--- src/rtl/mbist_shared.sv ---
module mbist_shared #(
  parameter int DW   = 16,
  parameter int AW_S = 5,
  parameter int AW_L = 8
) (
  input  logic              clk,
  input  logic              rst_n,
  input  logic              start,
  input  logic [4*DW-1:0]   mem_rdata,
  output logic [3:0]        mem_ce,
  output logic [3:0]        mem_we,
  output logic [AW_L-1:0]   mem_addr,
  output logic [DW-1:0]     mem_wdata,
  output logic [3:0]        mem_fail,
  output logic [3:0]        mem_done,
  output logic              done,
  output logic              pass
);
  localparam logic [AW_L-1:0] LIM_S = AW_L'((1 << AW_S) - 1);
  localparam logic [AW_L-1:0] LIM_L = AW_L'((1 << AW_L) - 1);

  logic            running, op, rd_pend, rd_exp, rd_last;
  logic [1:0]      sel, rd_sel;
  logic [2:0]      elem;
  logic [AW_L-1:0] addr, limit;
  logic            single, last_op, is_read, down, at_end, nxt_down;

  assign limit    = sel[1] ? LIM_L : LIM_S;
  assign single   = (elem == 3'd0) || (elem == 3'd5);
  assign last_op  = single || op;
  assign is_read  = (elem == 3'd5) || ((elem != 3'd0) && !op);
  assign down     = (elem == 3'd3) || (elem == 3'd4);
  assign nxt_down = (elem == 3'd2) || (elem == 3'd3);
  assign at_end   = down ? (addr == '0) : (addr == limit);

  assign mem_ce    = running ? (4'd1 << sel) : 4'd0;
  assign mem_we    = mem_ce & {4{~is_read}};
  assign mem_addr  = addr;
  assign mem_wdata = {DW{elem[0]}};
  assign done      = mem_done[3];
  assign pass      = done & ~|mem_fail;

  always_ff @(posedge clk or negedge rst_n) begin
    if (!rst_n) begin
      running  <= 1'b0;
      op       <= 1'b0;
      sel      <= '0;
      elem     <= '0;
      addr     <= '0;
      rd_pend  <= 1'b0;
      rd_exp   <= 1'b0;
      rd_sel   <= '0;
      rd_last  <= 1'b0;
      mem_fail <= '0;
      mem_done <= '0;
    end else begin
      rd_pend <= running && is_read;
      rd_exp  <= (elem == 3'd2) || (elem == 3'd4);
      rd_sel  <= sel;
      rd_last <= (elem == 3'd5) && at_end;
      if (rd_pend) begin
        if (mem_rdata[rd_sel*DW +: DW] != {DW{rd_exp}}) mem_fail[rd_sel] <= 1'b1;
        if (rd_last) mem_done[rd_sel] <= 1'b1;
      end
      if (!running) begin
        if (start && !rd_pend) begin
          running  <= 1'b1;
          sel      <= '0;
          elem     <= '0;
          op       <= 1'b0;
          addr     <= '0;
          mem_fail <= '0;
          mem_done <= '0;
        end
      end else if (!last_op) begin
        op <= 1'b1;
      end else begin
        op <= 1'b0;
        if (!at_end) begin
          addr <= down ? addr - 1'b1 : addr + 1'b1;
        end else if (elem != 3'd5) begin
          elem <= elem + 3'd1;
          addr <= nxt_down ? limit : '0;
        end else begin
          elem <= '0;
          addr <= '0;
          if (sel == 2'd3) running <= 1'b0;
          else sel <= sel + 2'd1;
        end
      end
    end
  end
endmodule

--- config.mk ---
export PLATFORM = sky130hd
export DESIGN_NAME = mbist_shared
export DESIGN_NICKNAME = d
export VERILOG_FILES = /design/src/rtl/mbist_shared.sv
export SDC_FILE = /design/constraint.sdc
export NUM_CORES = 1
export LEC_CHECK = 0
export ABC_AREA = 1
export BUFFER_PORTS_ARGS = -buffer_cell sky130_fd_sc_hd__buf_4
export CAP_MARGIN = 25
export CORE_MARGIN = 8
export CORE_UTILIZATION = 46
export CTS_CLUSTER_DIAMETER = 60
export DETAILED_ROUTE_END_ITERATION = 7
export GPL_TIMING_DRIVEN = 0
export HOLD_SLACK_MARGIN = 0.05
export PLACE_DENSITY = 0.76
export SYNTH_ARGS = -nofsm -noshare
export SYNTH_HDL_FRONTEND = slang
export SYNTH_SLANG_ARGS = --single-unit
--- constraint.sdc ---
create_clock -name clk -period 2.1 [get_ports clk]
set_input_delay 0.21 -clock clk [delete_from_list [all_inputs] [get_ports clk]]
set_output_delay 0.21 -clock clk [all_outputs]
set_load 0.1 [all_outputs]
==> summary.log, run 1 <==
qor: status.run_status completed
qor: global_routing.grt_pass1_vias 3,236
qor: setup_path.setup.worst_path.start_class flip-flop
qor: global_routing.grt_util_all_layers 0.198
qor: floorplanning.die_height 95.8 µm
qor: setup_path.worst_ep_required_time 2.26 ns
qor: yosys.ys_ff_latch 28
qor: setup_path.path_max_fanout 6
qor: layout.area_growth 42.1%
qor: yosys.fraction_of_the_mapped_netlist_area_in_compound_gates 0.0927
qor: layout.design.final.nets 672
qor: routing.drt-wirelength-per-cell 14.2 µm
qor: yosys.synthesis.instances 469
qor: yosys.avgSynthCellArea 6.24 µm²
qor: layout.final_common_cell sky130_fd_sc_hd__nand2_1
qor: routing.finalWirelength 9.50 mm
qor: setup_path.worst-path-buf-inv 2
qor: clock_tree.cts.reportedPaths.clkPinSlew 0.10 ns
qor: layout.antenna-diode-count 0
qor: floorplanning.core 6240 µm²
qor: setup_path.worst_path_dominant_cell_family simple AND/OR/NAND/NOR gates
qor: power_and_ir_drop.power 0.00105 W
qor: floorplanning.core.rowCount 29
qor: placement.port-buffer-count 108
qor: global_routing.grt_pass1_wl 15.0 mm
qor: routing.drt.antenna.violating_nets 0
qor: placement.placed_cells_incl_taps 654
qor: setup_path.worst_path_largest_cell_delay 0.47 ns
qor: clock_tree.cts-htree-levels 1
qor: setup_path.timing_worst_setup_path_type reg2reg
qor: layout.final_cell_mix sky130_fd_sc_hd__nand2_1 (194), sky130_fd_sc_hd__buf_4 (137), sky130_fd_sc_hd__inv_1 (37)
qor: worst_hold_path.hold_path_class in2reg
qor: floorplanning.die_width 95.8 µm
qor: power_and_ir_drop.power.static_leakage 2.28 nW
qor: clock_tree.tritoncts yes
qor: job.maxCapViolCount 0
qor: yosys.post_synth_xor_area_fraction 0.0120
qor: routing.drt_first_pass_iters 5
qor: sta.slew_headroom 0.587
qor: clock_tree.clock_sink_count 28
qor: floorplanning.effective_utilization_at_floorplan 0.469
qor: yosys.synth_edf_count 0
qor: yosys.synth-async-reset-ratio 1.00
qor: power_and_ir_drop.pwr_density_cell 251 nW/µm²
qor: routing.drc 0
qor: setup_path.critical_path.slowest_cell sky130_fd_sc_hd__dfrtp_2
qor: sta.setup-tns-final 0 ns
qor: sta.achievable-frequency 487 MHz
qor: clock_tree.clock_root_buffer_master sky130_fd_sc_hd__clkbuf_8
qor: yosys.synth_seq_area_share 0.239
qor: sta.min_period 2.05 ns
qor: global_routing.grt.overflow.total 0
qor: clock_tree.numCtsBuffers 3
qor: yosys.synth_top_family_by_area simple AND/OR/NAND/NOR gates
qor: global_routing.initial_antenna_violation_count 0
qor: sta.period_share 0.979
qor: setup_path.cp.arrival 2.22 ns
qor: sta.setup_violations 0
qor: sta.final-max-slew-violation-count 0
qor: yosys.synth_top_flop_cell sky130_fd_sc_hd__dfrtp_1
qor: setup_path.endpoint_class_of_the_critical_path flip-flop
qor: power_and_ir_drop.vdd.ir_drop.worst 0.000300 V
qor: clock_tree.clock_latency 0.28 ns
qor: yosys.synthMuxAreaShare 0
qor: yosys.synthSimpleGateAreaFrac 0.464
qor: routing.routed-via-count 3,447
qor: yosys.mapped_nets 548
qor: yosys.synth_adder_area_share 0.0538
qor: setup_path.crit_path_cell_trace nor2_4, nand2_4, nand2_8, inv_4, fa_2, inv_2, a31oi_1, or2_4, a21oi_2, o21ai_2
qor: sta.clock_skew 0.00909 ns
qor: global_routing.grt_start_max_net_pins 29
qor: sta.unrepaired_setup_endpoints_after_global_routing true
qor: routing.detailedRoute.firstIterationViolations 183
qor: sta.worst-slew-pin-transition 0.618 ns
qor: placement.hpwlAfterDp 7.04 mm
qor: layout.fin_cells 669
qor: yosys.yosys_warnings 0
qor: layout.drive_above_1_share 0.367
qor: sta.finalHoldViolations 0
qor: yosys.synth_cell_type_count 41
qor: floorplanning.design.portCount 109
qor: routing.vias_per_cell 5.15
qor: yosys.area_of_the_mapped_netlist 2930 µm²
qor: floorplanning.die-area 9170 µm²
qor: placement.routabilityCongestion 0.904
qor: clock_tree.clock_tree.buffer_depth 2
layer usage:
| metal | track usage | vias to the layer above | wire, µm |
|---|---|---|---|
| li1 | - | 1716 | - |
| met1 | 0.247 | 1580 | 3970 |
| met2 | 0.356 | 141 | 4650 |
| met3 | 0.0335 | 10 | 781 |
| met4 | 0.0218 | 0 | 99 |
| met5 | 0 | - | 0 |
cell families after synthesis:
logic type,after synthesis
AOI/OAI and AO/OA,37
xor gates and xnor gates,4
adders and majority gates,12
buffers and inverters,81
DFF,28
and+or+nand+nor,307
state kept, by name, indices dropped and copies added, names as in the netlist:
signal,cells
mem_addr,8
op,1
rd_pend,1
mem_done,4
rd_exp,1
elem,3
rd_sel,2
rd_last,1
mem_fail,4
running,1
sel,2
final timing paths:
check | startpoint | to | slack (ns) | depth (start not counted)
min in group asynchronous | rst_n | mem_addr[7] | 0.37 | 2
setup reg to reg | elem[0] | mem_addr[4] | 0.05 | 10
max in group asynchronous | rst_n | mem_addr[0] | 1.41 | 2
hold reg to reg | sel[1] | rd_sel[1] | 0.48 | 0
hold / removal | start | running | 0.24 | 3
setup / recovery | elem[0] | mem_addr[4] | 0.05 | 10
per-stage QoR:
stage	utilization	area, µm²	hold WS [ns]	worst slack, ns
detailed placement	0.618	3860	0.156	-0.291
CTS	0.644	4020	0.240	-0.00798
floorplan	-	2950	-0.0856	-0.420
global route	0.667	4160	0.248	-0.0349
finish	0.667	4160	0.243	0.0451
global placement	0.618	3860	0.150	-0.186
report_power, final:
part | leakage (nW) | internal [W] | switching (W)
combinational | 1.93 | 0.000100 | 0.0000676
clock | 0.0288 | 0.000168 | 0.000172
sequential | 0.320 | 0.000539 | 0
tightest hold or removal path, delay by kind of cell:
kind / cells / cell delay [ns]
buffers and inverters: 1 / 0.12
AOI/OAI and AO/OA: 1 / 0.07
and+or+nand+nor: 1 / 0.09
Yosys cell counts (5+ instances only):
| library cell | instances | share of area |
|---|---|---|
| sky130_fd_sc_hd__a21oi_1 | 12 | 0.021 |
| sky130_fd_sc_hd__a31oi_1 | 5 | 0.011 |
| sky130_fd_sc_hd__buf_2 | 8 | 0.014 |
| sky130_fd_sc_hd__buf_4 | 23 | 0.059 |
| sky130_fd_sc_hd__dfrtp_1 | 28 | 0.24 |
| sky130_fd_sc_hd__ha_1 | 11 | 0.047 |
| sky130_fd_sc_hd__inv_1 | 39 | 0.050 |
| sky130_fd_sc_hd__nand2_1 | 197 | 0.25 |
| sky130_fd_sc_hd__nand3_1 | 38 | 0.065 |
| sky130_fd_sc_hd__nand4_1 | 8 | 0.017 |
| sky130_fd_sc_hd__nor2_1 | 33 | 0.042 |
| sky130_fd_sc_hd__nor3_1 | 9 | 0.015 |
| sky130_fd_sc_hd__o21ai_2 | 9 | 0.027 |
area by class of cell:
type	count	area [µm²]
plain buffers	35	228
multi-input cells	361	1990
repair buffers	118	902
flip-flops and latches	28	713
well taps	77	96.3
fillers	574	2080
clock buffers	4	55.1
inverters	46	178
timing repair:
action	CTS	global route
gates cloned	1	0
resized for setup	5	25
endpoints found under the setup margin	4	5
endpoints found under the hold margin	28	0
buffers inserted	7	2
pin swaps	5	8
hold buffers	1	0
No activity file was read; power rests on OpenSTA's default activity.
==> inputs of run 2 (changes only) <==
--- a/config.mk
+++ b/config.mk
@@ -9,4 +9,5 @@
 export BUFFER_PORTS_ARGS = -buffer_cell sky130_fd_sc_hd__buf_4
 export CAP_MARGIN = 25
+export CORE_ASPECT_RATIO = 1.2
 export CORE_MARGIN = 8
 export CORE_UTILIZATION = 46
==> constraint.sdc (replaced) <==
create_clock -name clk -period 2.1 [get_ports clk]
set_input_delay 0.315 -clock clk [delete_from_list [all_inputs] [get_ports clk]]
set_output_delay 0.315 -clock clk [all_outputs]
set_load 0.1 [all_outputs]
==> run 2 against run 1 <==
  * Sequential cell count did not move
  * Combinational power about the same
  * Worst setup slack worse by 0.018 ns
  * Critical path depth unchanged
  * Routed wire length shrank 1.8%
  * Final area grew 2.3%
  * Register-to-register slack got worse by 0.02 ns
  * First-iteration DRC count decreased by 41%
  * Total power up 0.20%
  * Clock skew grew 0.0080 ns
  * Largest cell class unchanged
  * Largest power group unchanged
==> summary.log, run 2 (synthesized netlist as in run 1, its figures left out) <==
qor: clock_tree.clock_latency 0.29 ns
qor: sta.setup-tns-final 0 ns
qor: layout.final_common_cell sky130_fd_sc_hd__nand2_1
qor: global_routing.grt_util_all_layers 0.197
qor: sta.achievable-frequency 482 MHz
qor: global_routing.grt.overflow.total 0
qor: layout.design.final.nets 674
qor: setup_path.critical_path.reg2reg.startpoint elem[0]
qor: floorplanning.die_width 88.8 µm
qor: floorplanning.effective_utilization_at_floorplan 0.466
qor: global_routing.grt_pass1_wl 14.7 mm
qor: sta.unrepaired_setup_endpoints_after_global_routing true
qor: clock_tree.cts-htree-levels 1
qor: layout.largest_register_ff_count 8
qor: routing.drt-wirelength-per-cell 13.7 µm
qor: layout.drive_above_1_share 0.380
qor: clock_tree.cts.reportedPaths.clkPinSlew 0.11 ns
qor: sta.setup_violations 0
qor: floorplanning.die-area 9180 µm²
qor: routing.vias_per_cell 5.02
qor: worst_hold_path.hold_path_class in2reg
qor: clock_tree.clock_sink_count 28
qor: routing.routed-via-count 3,410
qor: sta.min_period 2.07 ns
qor: power_and_ir_drop.power 0.00105 W
qor: setup_path.worst_ep_required_time 2.28 ns
qor: clock_tree.clock_root_buffer_master sky130_fd_sc_hd__clkbuf_8
qor: sta.final-max-slew-violation-count 0
qor: global_routing.grt_pass1_vias 3,289
qor: sta.period_share 0.987
qor: setup_path.setup.worst_path.start_class flip-flop
qor: layout.antenna-diode-count 0
qor: placement.routabilityCongestion 0.898
qor: power_and_ir_drop.power.static_leakage 2.31 nW
qor: layout.postLayoutCoreUtil 0.677
qor: worst_hold_path.worst_hold_startpoint start
qor: placement.hpwlAfterDp 7.32 mm
qor: routing.finalWirelength 9.33 mm
qor: sta.worst-slew-pin-transition 0.579 ns
qor: clock_tree.numCtsBuffers 3
qor: global_routing.grt_start_max_net_pins 29
qor: sta.clock_skew 0.0171 ns
qor: setup_path.critical_path.slowest_cell sky130_fd_sc_hd__dfrtp_4
qor: power_and_ir_drop.pwr_density_cell 246 nW/µm²
qor: power_and_ir_drop.vdd.ir_drop.worst 0.000287 V
qor: setup_path.cp.arrival 2.26 ns
qor: setup_path.path_max_fanout 8
qor: floorplanning.design.portCount 109
qor: setup_path.startpoint elem[0]
qor: setup_path.crit_path_cell_trace nor2_4, nand2_4, nand2_8, inv_4, fa_2, inv_2, a31oi_1, or2_4, a21oi_2, o21ai_2
qor: setup_path.worst_path_largest_cell_delay 0.53 ns
qor: setup_path.endpoint_class_of_the_critical_path flip-flop
qor: clock_tree.clock_tree.buffer_depth 2
qor: floorplanning.die_height 103 µm
qor: routing.drt_first_pass_iters 4
qor: layout.fillCellCount 564
qor: sta.finalHoldViolations 0
qor: routing.drt.antenna.violating_nets 0
qor: layout.area_growth 45.3%
qor: global_routing.initial_antenna_violation_count 0
qor: status.run_status completed
qor: clock_tree.tritoncts yes
qor: floorplanning.core.rowCount 32
qor: routing.drc 0
qor: sta.worst_hold_slack 0.372 ns
qor: routing.detailedRoute.firstIterationViolations 108
qor: floorplanning.core 6290 µm²
qor: layout.final_cell_mix sky130_fd_sc_hd__nand2_1 (193), sky130_fd_sc_hd__buf_4 (138), sky130_fd_sc_hd__inv_1 (36)
qor: job.maxCapViolCount 0
qor: setup_path.timing_worst_setup_path_type reg2reg
qor: placement.port-buffer-count 108
qor: sta.slew_headroom 0.612
## run 2: final timing paths
| kind | cells past startpoint | endpoint | slack, ns |
|---|---|---|---|
| max | 10 | mem_addr[4] | 0.03 |
| min | 3 | running | 0.37 |
| max reg2reg | 10 | mem_addr[4] | 0.03 |
| min reg2reg | 0 | rd_sel[1] | 0.45 |
| max in group asynchronous | 2 | mem_done[3] | 1.33 |
| min in group asynchronous | 2 | mem_addr[3] | 0.46 |
## run 2: per-layer routing
metal | wire, µm | vias up | GRT usage
met5 | 0 | - | 0
met1 | 3480 | 1588 | 0.202
met3 | 623 | 8 | 0.0364
li1 | - | 1724 | -
met4 | 70 | 0 | 0.0456
met2 | 5160 | 90 | 0.393
## run 2: worst max-delay path, delay by kind of cell (launching register included)
kind	cells	cell delay [ns]
AO/OA/AOI/OAI	3	0.33
adder cells (fa/ha/maj)	1	0.37
buffers and inverters	2	0.14
flip-flops	1	0.53
AND/OR/NAND/NOR	4	0.61
## run 2: report_power, final
| part | total (W) | switching, W | internal, W |
|---|---|---|---|
| combinational | 0.000168 | 0.0000679 | 0.000100 |
| sequential | 0.000539 | 0 | 0.000539 |
| clock | 0.000341 | 0.000173 | 0.000168 |
| total | 0.00105 | 0.000241 | 0.000807 |
## run 2: repair_timing
item                                   in CTS  in global routing
hold buffers                                1                  0
cloned                                      0                  0
pin swaps                                   2                 12
endpoints found under the hold margin      28                  0
setup endpoints to repair                   8                 11
gates resized for setup                    18                 30
buffers inserted                            7                  5
## run 2: area by class of cell
cell class                 instances  area [µm²]  share of cell area
buffer                            35         229              0.0538
multi-input combinational        360        2010               0.472
inverter                          46         180              0.0424
timing repair buffer             121         958               0.225
tap                               85         106              0.0250
sequential                        28         717               0.169
clock buffer                       4        55.1              0.0129
## run 2: per-stage QoR
stage / setup slack (ns) / instances / cell area (µm²)
after global placement: -0.181 / 662 / 3880
after floorplan: -0.0577 / 469 / 2970
after CTS: -0.0115 / 674 / 4080
after detailed placement: -0.280 / 662 / 3880
final: 0.0270 / 679 / 4250
after global routing: -0.0724 / 679 / 4250
==> inputs of run 3 (changes only) <==
Settings changed: CORE_MARGIN 8 to 4, CORE_UTILIZATION 46 to 51, PLACE_DENSITY 0.76 to 0.8.
Clock period 2.1 ns to 2.29 ns, I/O delays scaled along.
==> run 3 against run 2 <==
  * Total power decreased by 0.55%
  * Die area decreased by 24%
  * Routed wire length is 10% lower
  * Critical path type unchanged
  * Clock-buffer cell count is 1 lower
  * Register-to-register slack improved by 0.06 ns
  * Sequential cell count did not move
==> summary.log, run 3 (synthesized netlist as in run 1, its figures left out) <==
qor: sta.achievable-frequency 454 MHz
qor: sta.slew_headroom 0.610
qor: sta.final-max-slew-violation-count 0
qor: status.run_status completed
qor: power_and_ir_drop.internal_power 0.000820 W
qor: power_and_ir_drop.share_seq_of_total_power 0.474
qor: clock_tree.clock_sink_count 28
qor: sta.setup_violations 0
qor: setup_path.cp.arrival 2.38 ns
qor: power_and_ir_drop.switching_power 0.000222 W
qor: layout.fillCellCount 476
qor: setup_path.setup.worst_path.start_class flip-flop
qor: placement.routabilityCongestion 0.867
qor: clock_tree.cts-htree-levels 1
qor: setup_path.ff2ff_path_depth 10
qor: clock_tree.numCtsBuffers 3
qor: layout.final_cell_mix sky130_fd_sc_hd__nand2_1 (197), sky130_fd_sc_hd__buf_4 (133), sky130_fd_sc_hd__inv_1 (39)
qor: routing.drc 0
qor: sta.clock_skew 0.00557 ns
qor: routing.drt_first_pass_iters 4
qor: layout.postLayoutCoreUtil 0.726
qor: floorplanning.die_width 77.2 µm
qor: layout.area_growth 35.0%
qor: floorplanning.die-area 7020 µm²
qor: routing.routed-via-count 3,346
qor: job.maxCapViolCount 0
qor: routing.vias_per_cell 5.16
qor: power_and_ir_drop.pwr_density_cell 264 nW/µm²
qor: clock_tree.clock_latency 0.28 ns
qor: sta.unrepaired_setup_endpoints_after_global_routing true
qor: routing.drt.antenna.violating_nets 0
qor: sta.worst_hold_slack 0.374 ns
qor: setup_path.endpoint_class_of_the_critical_path flip-flop
qor: sta.finalHoldViolations 0
qor: power_and_ir_drop.swShare 0.213
qor: routing.finalWirelength 8.37 mm
qor: floorplanning.core.rowCount 29
qor: setup_path.timing_worst_setup_path_type reg2reg
qor: floorplanning.effective_utilization_at_floorplan 0.538
qor: sta.fin_ws 0.0897 ns
qor: sta.min_period 2.20 ns
qor: clock_tree.clock_root_buffer_master sky130_fd_sc_hd__clkbuf_8
qor: power_and_ir_drop.vdd.ir_drop.worst 0.000424 V
qor: global_routing.grt_pass1_wl 14.2 mm
qor: routing.drt-wirelength-per-cell 12.9 µm
qor: placement.placement.cell_area 3820 µm²
qor: power_and_ir_drop.power.static_leakage 2.23 nW
qor: clock_tree.cts.reportedPaths.clkPinSlew 0.10 ns
qor: global_routing.grt_start_max_net_pins 29
qor: floorplanning.core 5440 µm²
qor: setup_path.worst_path_largest_cell_delay 0.47 ns
qor: placement.hpwlAfterDp 6.54 mm
qor: layout.fin_area 3950 µm²
qor: layout.register_area 704 µm²
qor: setup_path.critical_path.slowest_cell sky130_fd_sc_hd__dfrtp_2
qor: placement.port-buffer-count 108
qor: setup_path.path_max_fanout 12
qor: power_and_ir_drop.pwr-share-clk 0.380
qor: layout.drive_above_1_share 0.323
qor: layout.final_common_cell sky130_fd_sc_hd__nand2_1
qor: layout.largest_register_ff_count 8
qor: layout.antenna-diode-count 0
qor: placement.dp_slack -0.194 ns
qor: sta.setup-tns-final 0 ns
qor: layout.area_occupied_by_multi_input_gates 1840 µm²
qor: routing.detailedRoute.firstIterationViolations 162
qor: global_routing.grt.overflow.total 0
qor: worst_hold_path.hold_path_class in2reg
qor: clock_tree.tritoncts yes
qor: sta.worst-slew-pin-transition 0.583 ns
qor: worst_hold_path.holdPathStages 3
qor: power_and_ir_drop.pwr-share-comb 0.146
qor: sta.period_share 0.961
qor: floorplanning.design.portCount 109
qor: setup_path.worst_ep_required_time 2.47 ns
qor: global_routing.grt_util_all_layers 0.238
qor: setup_path.crit_path_cell_trace nor2_2, nand2_2, nand2_8, inv_4, fa_1, inv_1, a31oi_1, or2_2, a21oi_1, o21ai_2
qor: floorplanning.die_height 91 µm
qor: global_routing.initial_antenna_violation_count 0
qor: global_routing.grt_pass1_vias 3,288
qor: clock_tree.clock_tree.buffer_depth 2
qor: layout.design.final.nets 666
run 3: final timing paths:
check / to / startpoint / slack, ns
max: mem_addr[4] / elem[0] / 0.09
min: running / start / 0.37
max reg2reg: mem_addr[4] / elem[0] / 0.09
min reg2reg: rd_sel[1] / sel[1] / 0.45
max in group asynchronous: elem[0] / rst_n / 1.49
min in group asynchronous: mem_addr[2] / rst_n / 0.51
run 3: timing repair:
item / 4_1_cts / 5_1_grt
endpoints found under the hold margin: 28 / 0
hold buffers: 1 / 0
buffers inserted: 1 / 3
endpoints found under the setup margin: 8 / 7
resized for setup: 1 / 3
run 3: worst max-delay path: cells and delay by family, from the launching register on:
family,cells,cell delay (ns)
AOI/OAI and AO/OA,3,0.32
adders and majority gates,1,0.41
buffers and inverters,2,0.15
DFF,1,0.47
and+or+nand+nor,4,0.74
run 3: stage by stage:
stage | std cells | power, W
floorplan | 469 | 0.000549
global placement | 639 | 0.000653
detailed placement | 639 | 0.000655
CTS | 645 | 0.00104
global route | 648 | 0.00108
finish | 648 | 0.00104
run 3: final cells by class:
class,instances,share of cell area
plain buffers,35,0.0576
clock buffers,3,0.0104
clock inverters,1,0.00760
inverters,46,0.0446
multi-input cells,360,0.466
flip-flops and latches,28,0.178
well taps,62,0.0196
repair buffers,113,0.216
run 3: power by group through the flow:
stage / Clock (W) / Combinational, W / Sequential [W]
after floorplan: 0 / 0.0000453 / 0.000504
after global placement: 0 / 0.000149 / 0.000504
after detailed placement: 0 / 0.000151 / 0.000504
after CTS: 0.000398 / 0.000153 / 0.000494
after global routing: 0.000417 / 0.000171 / 0.000494
final: 0.000396 / 0.000152 / 0.000494
run 3: per-layer routing:
layer	GRT usage	up-vias	routed length, µm
met3	0.0386	16	598
met1	0.268	1503	3240
met4	0.0772	0	143
met2	0.449	125	4390
met5	0	-	0
li1	-	1702	-
